`src/rtl/sar_pkg.sv`:
```
package sar_pkg;

    localparam int RES_BITS = 18;
    localparam int OUT_BITS = 32;

    typedef enum logic [2:0] {
        ST_IDLE,
        ST_CNV,
        ST_WAIT,
        ST_READ,
        ST_EMIT
    } rd_state_t;

    function automatic logic [OUT_BITS-1:0] sext_result(input logic [RES_BITS-1:0] v);
        return {{(OUT_BITS-RES_BITS){v[RES_BITS-1]}}, v};
    endfunction

endpackage

```
`src/rtl/sar_period_tick.sv`:
```
module sar_period_tick #(
    parameter int PER_W = 16
) (
    input  logic             clk,
    input  logic             rst_n,
    input  logic             en,
    input  logic [PER_W-1:0] period,
    output logic             tick
);

    logic [PER_W-1:0] cnt_d, cnt_q;
    logic             hit;

    always_comb begin
        hit   = en && (cnt_q >= period - PER_W'(1));
        cnt_d = cnt_q;
        if (!en || hit) begin
            cnt_d = '0;
        end else begin
            cnt_d = cnt_q + PER_W'(1);
        end
    end

    always_ff @(posedge clk) begin
        if (!rst_n) begin
            cnt_q <= '0;
        end else begin
            cnt_q <= cnt_d;
        end
    end

    assign tick = hit;

    // a tick is always followed by a restart of the count
    assert_tick_restarts_R9: assert property (@(posedge clk) disable iff (!rst_n)
        tick |=> (cnt_q == '0));

endmodule

```
`src/rtl/sar_cfg_check.sv`:
```
module sar_cfg_check #(
    parameter int PER_W          = 16,
    parameter int WAIT_W         = 16,
    parameter int HALF_W         = 8,
    parameter int DEV_W          = 3,
    parameter int MAX_DEV        = 4,
    parameter int MIN_PERIOD     = 400,
    parameter int MIN_CONV_WAIT  = 220,
    parameter int MIN_HALF_CS    = 1,
    parameter int MIN_HALF_CHAIN = 2
) (
    input  logic              clk,
    input  logic              rst_n,
    input  logic [PER_W-1:0]  period,
    input  logic [WAIT_W-1:0] conv_wait,
    input  logic [HALF_W-1:0] sck_half,
    input  logic [DEV_W-1:0]  ndev,
    input  logic              chain,
    output logic              cfg_ok
);

    logic ok_d, ok_q;
    logic [HALF_W-1:0] half_min;

    always_comb begin
        half_min = chain ? HALF_W'(MIN_HALF_CHAIN) : HALF_W'(MIN_HALF_CS);
        ok_d = 1'b1;
        if (period < PER_W'(MIN_PERIOD))         ok_d = 1'b0;
        if (conv_wait < WAIT_W'(MIN_CONV_WAIT))  ok_d = 1'b0;
        if (sck_half < half_min)                 ok_d = 1'b0;
        if (ndev == '0)                          ok_d = 1'b0;
        if (ndev > DEV_W'(MAX_DEV))              ok_d = 1'b0;
        if (!chain && ndev != DEV_W'(1))         ok_d = 1'b0;
    end

    always_ff @(posedge clk) begin
        if (!rst_n) begin
            ok_q <= 1'b0;
        end else begin
            ok_q <= ok_d;
        end
    end

    assign cfg_ok = ok_q;

endmodule

```
`src/rtl/sar_chain_reader.sv`:
```
module sar_chain_reader
    import sar_pkg::*;
#(
    parameter int MAX_DEV        = 4,
    parameter int PER_W          = 16,
    parameter int WAIT_W         = 16,
    parameter int HALF_W         = 8,
    parameter int CNV_HIGH_CLKS  = 2,
    parameter int MIN_PERIOD     = 400,
    parameter int MIN_CONV_WAIT  = 220,
    parameter int MIN_HALF_CS    = 1,
    parameter int MIN_HALF_CHAIN = 2,
    localparam int DEV_W = $clog2(MAX_DEV + 1),
    localparam int IDX_W = (MAX_DEV > 1) ? $clog2(MAX_DEV) : 1
) (
    input  logic                clk,
    input  logic                rst_n,
    input  logic [PER_W-1:0]    cfg_period,
    input  logic [WAIT_W-1:0]   cfg_conv_wait,
    input  logic [HALF_W-1:0]   cfg_sck_half,
    input  logic [DEV_W-1:0]    cfg_ndev,
    input  logic                cfg_chain,
    output logic                cnv,
    output logic                sck,
    output logic                sdi,
    input  logic                sdo,
    output logic [OUT_BITS-1:0] res_data,
    output logic [IDX_W-1:0]    res_idx,
    output logic                res_valid,
    output logic                overrun,
    output logic                cfg_err
);

    localparam int SH_W  = MAX_DEV * RES_BITS;
    localparam int BIT_W = $clog2(SH_W + 1);
    localparam int TMR_W = (WAIT_W > HALF_W) ? WAIT_W : HALF_W;

    typedef struct packed {
        rd_state_t           st;
        logic [TMR_W-1:0]    tmr;
        logic [BIT_W-1:0]    bits;
        logic [IDX_W-1:0]    k;
        logic                cnv;
        logic                sck;
        logic                mode;
        logic [DEV_W-1:0]    ndev;
        logic [HALF_W-1:0]   half;
        logic [SH_W-1:0]     sh;
        logic [OUT_BITS-1:0] data;
        logic [IDX_W-1:0]    idx;
        logic                vld;
        logic                ovr;
    } rd_regs_t;

    rd_regs_t r_d, r_q;
    logic     cfg_ok;
    logic     tick;
    logic [BIT_W-1:0] frame_bits;
    logic [BIT_W-1:0] slice_base;

    sar_cfg_check #(
        .PER_W(PER_W), .WAIT_W(WAIT_W), .HALF_W(HALF_W), .DEV_W(DEV_W),
        .MAX_DEV(MAX_DEV), .MIN_PERIOD(MIN_PERIOD), .MIN_CONV_WAIT(MIN_CONV_WAIT),
        .MIN_HALF_CS(MIN_HALF_CS), .MIN_HALF_CHAIN(MIN_HALF_CHAIN)
    ) u_cfg (
        .clk(clk), .rst_n(rst_n), .period(cfg_period), .conv_wait(cfg_conv_wait),
        .sck_half(cfg_sck_half), .ndev(cfg_ndev), .chain(cfg_chain), .cfg_ok(cfg_ok)
    );

    sar_period_tick #(.PER_W(PER_W)) u_tick (
        .clk(clk), .rst_n(rst_n), .en(cfg_ok), .period(cfg_period), .tick(tick)
    );

    always_comb begin
        r_d        = r_q;
        r_d.vld    = 1'b0;
        frame_bits = BIT_W'(r_q.ndev) * BIT_W'(RES_BITS);
        slice_base = (BIT_W'(r_q.ndev) - BIT_W'(1) - BIT_W'(r_q.k)) * BIT_W'(RES_BITS);

        if (tick && r_q.st != ST_IDLE) begin
            r_d.ovr = 1'b1;
        end

        case (r_q.st)
            ST_IDLE: begin
                r_d.cnv  = 1'b0;
                r_d.sck  = 1'b0;
                r_d.mode = cfg_chain;
                // start only when the mode level has been on sdi for a clock
                if (tick && (cfg_chain == r_q.mode)) begin
                    r_d.st   = ST_CNV;
                    r_d.cnv  = 1'b1;
                    r_d.tmr  = TMR_W'(CNV_HIGH_CLKS - 1);
                    r_d.ndev = cfg_ndev;
                    r_d.half = cfg_sck_half;
                end
            end
            ST_CNV: begin
                if (r_q.tmr == '0) begin
                    r_d.st  = ST_WAIT;
                    r_d.tmr = TMR_W'(cfg_conv_wait) - TMR_W'(1);
                    r_d.cnv = r_q.mode;
                end else begin
                    r_d.tmr = r_q.tmr - TMR_W'(1);
                end
            end
            ST_WAIT: begin
                if (r_q.tmr == '0) begin
                    r_d.st   = ST_READ;
                    r_d.tmr  = TMR_W'(r_q.half) - TMR_W'(1);
                    r_d.bits = '0;
                end else begin
                    r_d.tmr = r_q.tmr - TMR_W'(1);
                end
            end
            ST_READ: begin
                if (r_q.tmr == '0) begin
                    r_d.tmr = TMR_W'(r_q.half) - TMR_W'(1);
                    if (!r_q.sck) begin
                        r_d.sck = 1'b1;
                    end else begin
                        r_d.sck = 1'b0;
                        r_d.sh  = {r_q.sh[SH_W-2:0], sdo};
                        if (r_q.bits == frame_bits - BIT_W'(1)) begin
                            r_d.st  = ST_EMIT;
                            r_d.k   = '0;
                            r_d.cnv = 1'b0;
                        end else begin
                            r_d.bits = r_q.bits + BIT_W'(1);
                        end
                    end
                end else begin
                    r_d.tmr = r_q.tmr - TMR_W'(1);
                end
            end
            ST_EMIT: begin
                r_d.vld  = 1'b1;
                r_d.idx  = r_q.k;
                r_d.data = sext_result(r_q.sh[slice_base +: RES_BITS]);
                if (r_q.k == IDX_W'(r_q.ndev - DEV_W'(1))) begin
                    r_d.st = ST_IDLE;
                end else begin
                    r_d.k = r_q.k + IDX_W'(1);
                end
            end
            default: r_d.st = ST_IDLE;
        endcase
    end

    always_ff @(posedge clk) begin
        if (!rst_n) begin
            r_q <= '0;
        end else begin
            r_q <= r_d;
        end
    end

    assign cnv       = r_q.cnv;
    assign sck       = r_q.sck;
    assign sdi       = ~r_q.mode;
    assign res_data  = r_q.data;
    assign res_idx   = r_q.idx;
    assign res_valid = r_q.vld;
    assign overrun   = r_q.ovr;
    assign cfg_err   = ~cfg_ok;

    assert_no_start_on_bad_cfg_R2: assert property (@(posedge clk) disable iff (!rst_n)
        $rose(cnv) |-> !$past(cfg_err));

    assert_cnv_min_width_R3: assert property (@(posedge clk) disable iff (!rst_n)
        $rose(cnv) |=> cnv);

    assert_mode_pins_settled_R4: assert property (@(posedge clk) disable iff (!rst_n)
        $rose(cnv) |-> ($stable(sdi) && !sck && !$past(sck)));

    assert_sck_only_in_readout_R6: assert property (@(posedge clk) disable iff (!rst_n)
        sck |-> (r_q.st == ST_READ));

    assert_first_result_index_R8: assert property (@(posedge clk) disable iff (!rst_n)
        (res_valid && !$past(res_valid)) |-> (res_idx == '0));

    assert_overrun_sticky_R10: assert property (@(posedge clk) disable iff (!rst_n)
        overrun |=> overrun);

endmodule

```
`config.mk`:
```
export PLATFORM = sky130hd
export DESIGN_NAME = sar_chain_reader
export DESIGN_NICKNAME = d
export VERILOG_FILES = /design/src/rtl/sar_pkg.sv /design/src/rtl/sar_period_tick.sv /design/src/rtl/sar_cfg_check.sv /design/src/rtl/sar_chain_reader.sv
export SDC_FILE = /design/constraint.sdc
export NUM_CORES = 1
export LEC_CHECK = 0
export ABC_CLOCK_PERIOD_IN_PS = 5030
export BUFFER_PORTS_ARGS = -buffer_cell sky130_fd_sc_hd__buf_2
export CELL_PAD_IN_SITES_DETAIL_PLACEMENT = 0
export CELL_PAD_IN_SITES_GLOBAL_PLACEMENT = 1
export CORE_MARGIN = 2
export CORE_UTILIZATION = 43
export CTS_BUF_LIST = sky130_fd_sc_hd__clkbuf_8
export DETAILED_ROUTE_END_ITERATION = 16
export PLACE_DENSITY = 0.83
export SYNTH_ARGS = -nofsm -noshare
export SYNTH_HDL_FRONTEND = slang
export SYNTH_SLANG_ARGS = --single-unit
export TNS_END_PERCENT = 5
```
`constraint.sdc`:
```
create_clock -name clk -period 5.03 [get_ports clk]
set_clock_uncertainty 0.2 [all_clocks]
set_input_delay 0.503 -clock clk [delete_from_list [all_inputs] [get_ports clk]]
set_output_delay 0.503 -clock clk [all_outputs]
set_load 0.1 [all_outputs]
```
## Word-level counts from Yosys, hierarchy flattened

Index checks and enable logic that the tools add are counted.

| word-level totals | value |
|---|---|
| flip-flop bits (word level) | 153 |
| input port bits | 47 |
| output and inout port bits | 40 |
| word-level logic and storage cells | 109 |

| cells by class | value |
|---|---|
| $add $sub $neg | 11 |
| $mul | 2 |
| magnitude comparators | 5 |
| eq/ne operators | 17 |
| shift operators | 1 |
| mux-type cells | 27 |
| bitwise operators | 3 |
| reductions and logical operators | 27 |

Operator list:

| operator | count |
|---|---|
| $shiftx 72x8->18 | 1 |
| $pmux 16 s3 | 1 |
| $sub 16x1->16 const B | 3 |
| $mux 16 | 2 |
| $mux 3 | 7 |
| $mux 19 | 1 |
| $ne 2x2->1 const B | 9 |
| $add 16x1->16 const B | 1 |
| $ge 16x16->1 | 1 |
| $logic_not 16->1 | 1 |
| $lt 16x8->1 const B | 1 |
| $lt 16x9->1 const B | 1 |
| $pmux 3 s5 | 1 |
| $reduce_and 5->1 | 3 |
| $mux 7 | 2 |
| $pmux 7 s2 | 1 |
| $mux 11 | 1 |
| $mux 10 | 1 |
| $reduce_bool 3->1 | 3 |
| $sub 8x1->9 const B | 1 |
| $lt 8x8->1 | 1 |
| $add 7x1->7 const B | 1 |
| $eq 7x7->1 | 1 |
| $mul 7x4->6 const B | 1 |
| 29 further kinds | 47 |

## Logic depth before layout (Yosys ltp)

| depth | value |
|---|---|
| depth in word-level cells | 7 |
| gate-level depth with buffers | 18 |
| gate-level depth less buffers | 16 |

## By module

From an unflattened synthesis, not the netlist that was laid out.

| second synthesis, totals | value |
|---|---|
| cell total of the unflattened synthesis | 1,211 |
| area, all modules | 11,324.6 sq um |

Modules (own cells, without submodules):

| module | times used | cells each | area an instance (sq um) | seq. area each (sq um) |
|---|---|---|---|---|
| sar_chain_reader | 1 | 1,033 | 9,613.0 | 2,722.6 |
| sar_period_tick | 1 | 156 | 1,540.2 | 320.3 |
| sar_cfg_check | 1 | 22 | 171.4 | 20.0 |

## Worst setup path before layout

Ideal clock, no wire load.

| timing path | value |
|---|---|
| path kind | register -> register |
| start point | reg r_q[116] (netlist bit) |
| end point | reg r_q (netlist bit res_data[7]) |
| library setup time | 0.058 ns |
| arrival time | 3.818 ns |
| required time | 4.772 ns |
| slack | 0.954 ns |
| cell stages (with the launch flop) | 17 |
| path buffers | 1 |
| period minus slack after synthesis | 4.076 ns |
| cells stage by stage | dfxtp_1 clkbuf_1 inv_1 ha_1 inv_1 fa_1 nand2b_1 a21oi_1 ha_1 ha_1 xor2_1 xnor2_1 nor3_1 a31oi_1 nor4b_1 a22o_1 a211o_1 |

| between the ends | value |
|---|---|
| longest elaborated chain between the ends | 4 |

Ends and longest elaborated chain:

| item | RTL line | source |
|---|---|---|
| start: declaration | sar_chain_reader.sv:55 | `rd_regs_t r_d, r_q;` |
| start signal: assignment | sar_chain_reader.sv:154 | `r_q <= r_d;` |
| $sub 3x1->4 | sar_chain_reader.sv:78 | `slice_base = (BIT_W'(r_q.ndev) - BIT_W'(1) - BIT_W'(r_q.k)) * BIT_W'(RES_BITS);` |
| $sub 4x3->5 | sar_chain_reader.sv:78 |  |
| $mul 7x4->6 | sar_chain_reader.sv:78 |  |
| $shiftx 72x8->18 | sar_chain_reader.sv:139 | `r_d.data = sext_result(r_q.sh[slice_base +: RES_BITS]);` |

No other way between the ends.
A chain may end at the register's enable or synchronous reset.

## Final worst setup path

| timing path | value |
|---|---|
| start point | reg r_q[117] (netlist bit) |
| end point | reg r_q (netlist bit res_data[12]) |

The elaborated chain is that of the path after synthesis.

==> results by group <==
Final layout
  • Area occupied by registers: 3060 um2
  • Multi-input logic area: 6710 um2
  • Fillers: 2441
  • Final Net Count: 1368
  • Area growth syn-to-layout: 8.50%
  • Fin area: 11300 um2
  • Share of cells above drive strength 1: 16.2%
  • Antenna fix cells: 0

Flow run
  • Max cap viols: 0

Drt
  • Initial DRC Count: 741
  • Drt wl/cell: roughly 17 um
  • TritonRoute pass-1 iters: 5
  • Vias: 9239
  • Antenna viol nets, final: 0
  • Via density: around 5.7
  • Final wirelength: roughly 27 mm
  • DRC Markers: 0

Critical path
  • CP arrival: 4.57 ns
  • Critical path class: register to register
  • CP max FO: 31
  • CP endpoint kind: register
  • Crit path launch type: register
  • WP data required: around 5.3 ns

GRT
  • Vias in the first global route: roughly 8.4k
  • Total global routing overflow: 0
  • Initial antenna violation count: 0
  • Total Routing Usage GR: 21.2%
  • Pin count of the biggest net entering global routing: 74
  • First-pass GRT wire length: 44.2 mm

Floorplan
  • Die span in y: around 160 um
  • Ports: 87
  • Initial Utilization: 43.3%
  • Die width: around 160 um
  • Die Area: 25500 um2
  • Core Region: between 20000 and 25000 um2
  • Num rows: 57

Status
  • Status: finished clean

Timing
  • Final worst slack: 0.674 ns
  • Final Slew Violations: 0
  • RSZ-0062 raised after global routing: no
  • Final hold violation count: 0
  • Final period util: 86.6%
  • Worst-margin pin slew: around 1.1 ns
  • Minimum clock period: 4.36 ns
  • Worst slew margin: between 20% and 30%
  • Fin Setup TNS: 0 ns
  • Fin Hold WS: 0.0709 ns
  • Max Fclk: 230 MHz
  • Final setup fails: 0

Logic synthesis
  • Synth top area share: ~29%
  • Net Count, Synth: 1365
  • Yosys top cell by area: dfxtp_1
  • Yosys reg bits: 153
  • Async S/R FF share, synth: 0%
  • EDFF count, synth: 0
  • Netlist Area Pre-Place: 10400 um2
  • Synth Warn #: 0
  • Synth cell count leaders: nand2_1 (218), dfxtp_1 (153), a21oi_1 (138)
  • Post-Syn Instances: 1288
  • Synth unique cells: 67
  • Most common cell in the netlist: nand2_1
  • Post-synthesis sequential area ratio: 29.3%
  • Synth top area cells: dfxtp_1 (29%), mux4_2 (8.6%), nand2_1 (7.8%)
  • Ys flop type: dfxtp_1
  • Mean Syn Cell Area: 8.10 um2

CTS
  • Post-CTS Setup Bufs: 0
  • CTS tree: built
  • Root Buffer: clkbuf_8
  • CTS max path bufs: 2
  • CTS sink cnt: 153
  • Worst-Skew Late Latency: 0.47 ns
  • CTS buffer count: 17
  • H-tree levels: 4
  • Post-CTS resize count: 0
  • Cts hold-fix bufs: 0
  • Clk pin slew, worst setup/hold paths: 0.09 ns

Power
  • Maximum VDD drop: approximately 1.0 mV
  • Total power draw: 3810 uW
  • Pwr dens: 337 nW/um2
  • Leakage power: roughly 0.0043 uW

Placed design
  • DP Worst Slack: approximately 0.44 ns
  • Hpwl dp: 19.9 mm
  • Number of port buffers: 86
  • DP Area: 10900 um2
  • Placer Congestion: approximately 0.93

Hold path
  • Worst Hold Class: input pin to register
==> per-stage QoR <==
stage          std cells  utilization (%)
5_1_grt             1627             47.0
3_5_place_dp        1596             45.2
2_1_floorplan       1288                -
4_1_cts             1627             47.0
3_3_place_gp        1596             45.2
6_report            1627             47.0
==> layout by cell type, fill, tap and decap left out, drive strengths merged, types with 4 or more instances in the layout <==
master,n
buf,106
o21ai,36
a31oi,7
or2,6
a21o,4
nand2,218
clkbuf,17
ha,29
nand3,27
clkinv,4
and3,12
o22ai,7
nand3b,6
xnor2,31
and2,5
nor2,107
a21oi,138
nor3,31
bufinv,5
nand4,9
inv,30
a211o,6
nor4,14
a211oi,32
mux2i,62
o31ai,6
o21a,4
dfxtp,153
o211ai,10
or3,7
a22oi,7
mux4,40
mux2,17
or4,6
nand2b,9
nor2b,17
a221o,11
xor2,28
==> metal layers <==
metal  GRT usage [%]  up-vias  share of wire [%]
li1                -     4596                  -
met1            30.5     4324                 48
met2            32.1      269                 44
met3            4.18       50                5.8
met4            6.06        0                2.0
met5               0        -                  0
==> flip-flops by register name, summed over array words and instances, names as in the netlist <==
register      count
res_idx           2
res_valid         1
cnv               1
res_data         18
u_tick.cnt_q     16
sck               1
overrun           1
u_cfg.cfg_ok      1
r_q             112
==> power by group <==
group          leakage (uW)  internal, uW  switching (uW)
clock              0.000230           584             491
combinational       0.00279           464             942
sequential          0.00123          1260            73.6
total               0.00426          2310            1510
==> kinds of logic (layout without fill, tap and decap cells) <==
kind of cell / Yosys count / after routing / synth area share, %
simple gates: 479 / 479 / 20.7
compound gates: 300 / 300 / 18.1
fa+ha+maj: 30 / 30 / 3.67
xor+xnor: 59 / 59 / 4.95
flops: 153 / 153 / 29.3
buf+inv: 148 / 163 / 6.86
mux: 119 / 119 / 16.4
==> final timing paths <==
path                     start      endpoint  slack [ns]  cells past startpoint
setup reg to reg      r_q[117]  res_data[12]        0.67                     10
hold / removal             sdo       r_q[36]        0.07                      3
hold reg to reg   res_data[16]  res_data[16]        0.24                      2
setup / recovery      r_q[117]  res_data[12]        0.67                     10
==> final cells by class <==
cell class / count / share of cell area (%)
Tap cell: 324 / 3.58
Multi-Input combinational cell: 987 / 59.3
Inverter: 26 / 0.873
Clock inverter: 14 / 1.81
Sequential cell: 153 / 27.0
Clock buffer: 17 / 2.07
Timing Repair Buffer: 106 / 5.35
==> critical path: stages, from the launching register on <==
cell	delay [ns]
dfxtp_1	0.49
inv_1	0.13
ha_1	0.34
inv_1	0.08
fa_4	1.05
ha_1	0.30
ha_1	0.76
buf_4	0.34
nand2_1	0.12
a311oi_1	0.32
a221o_1	0.16
(Power assumes the default switching activity.)
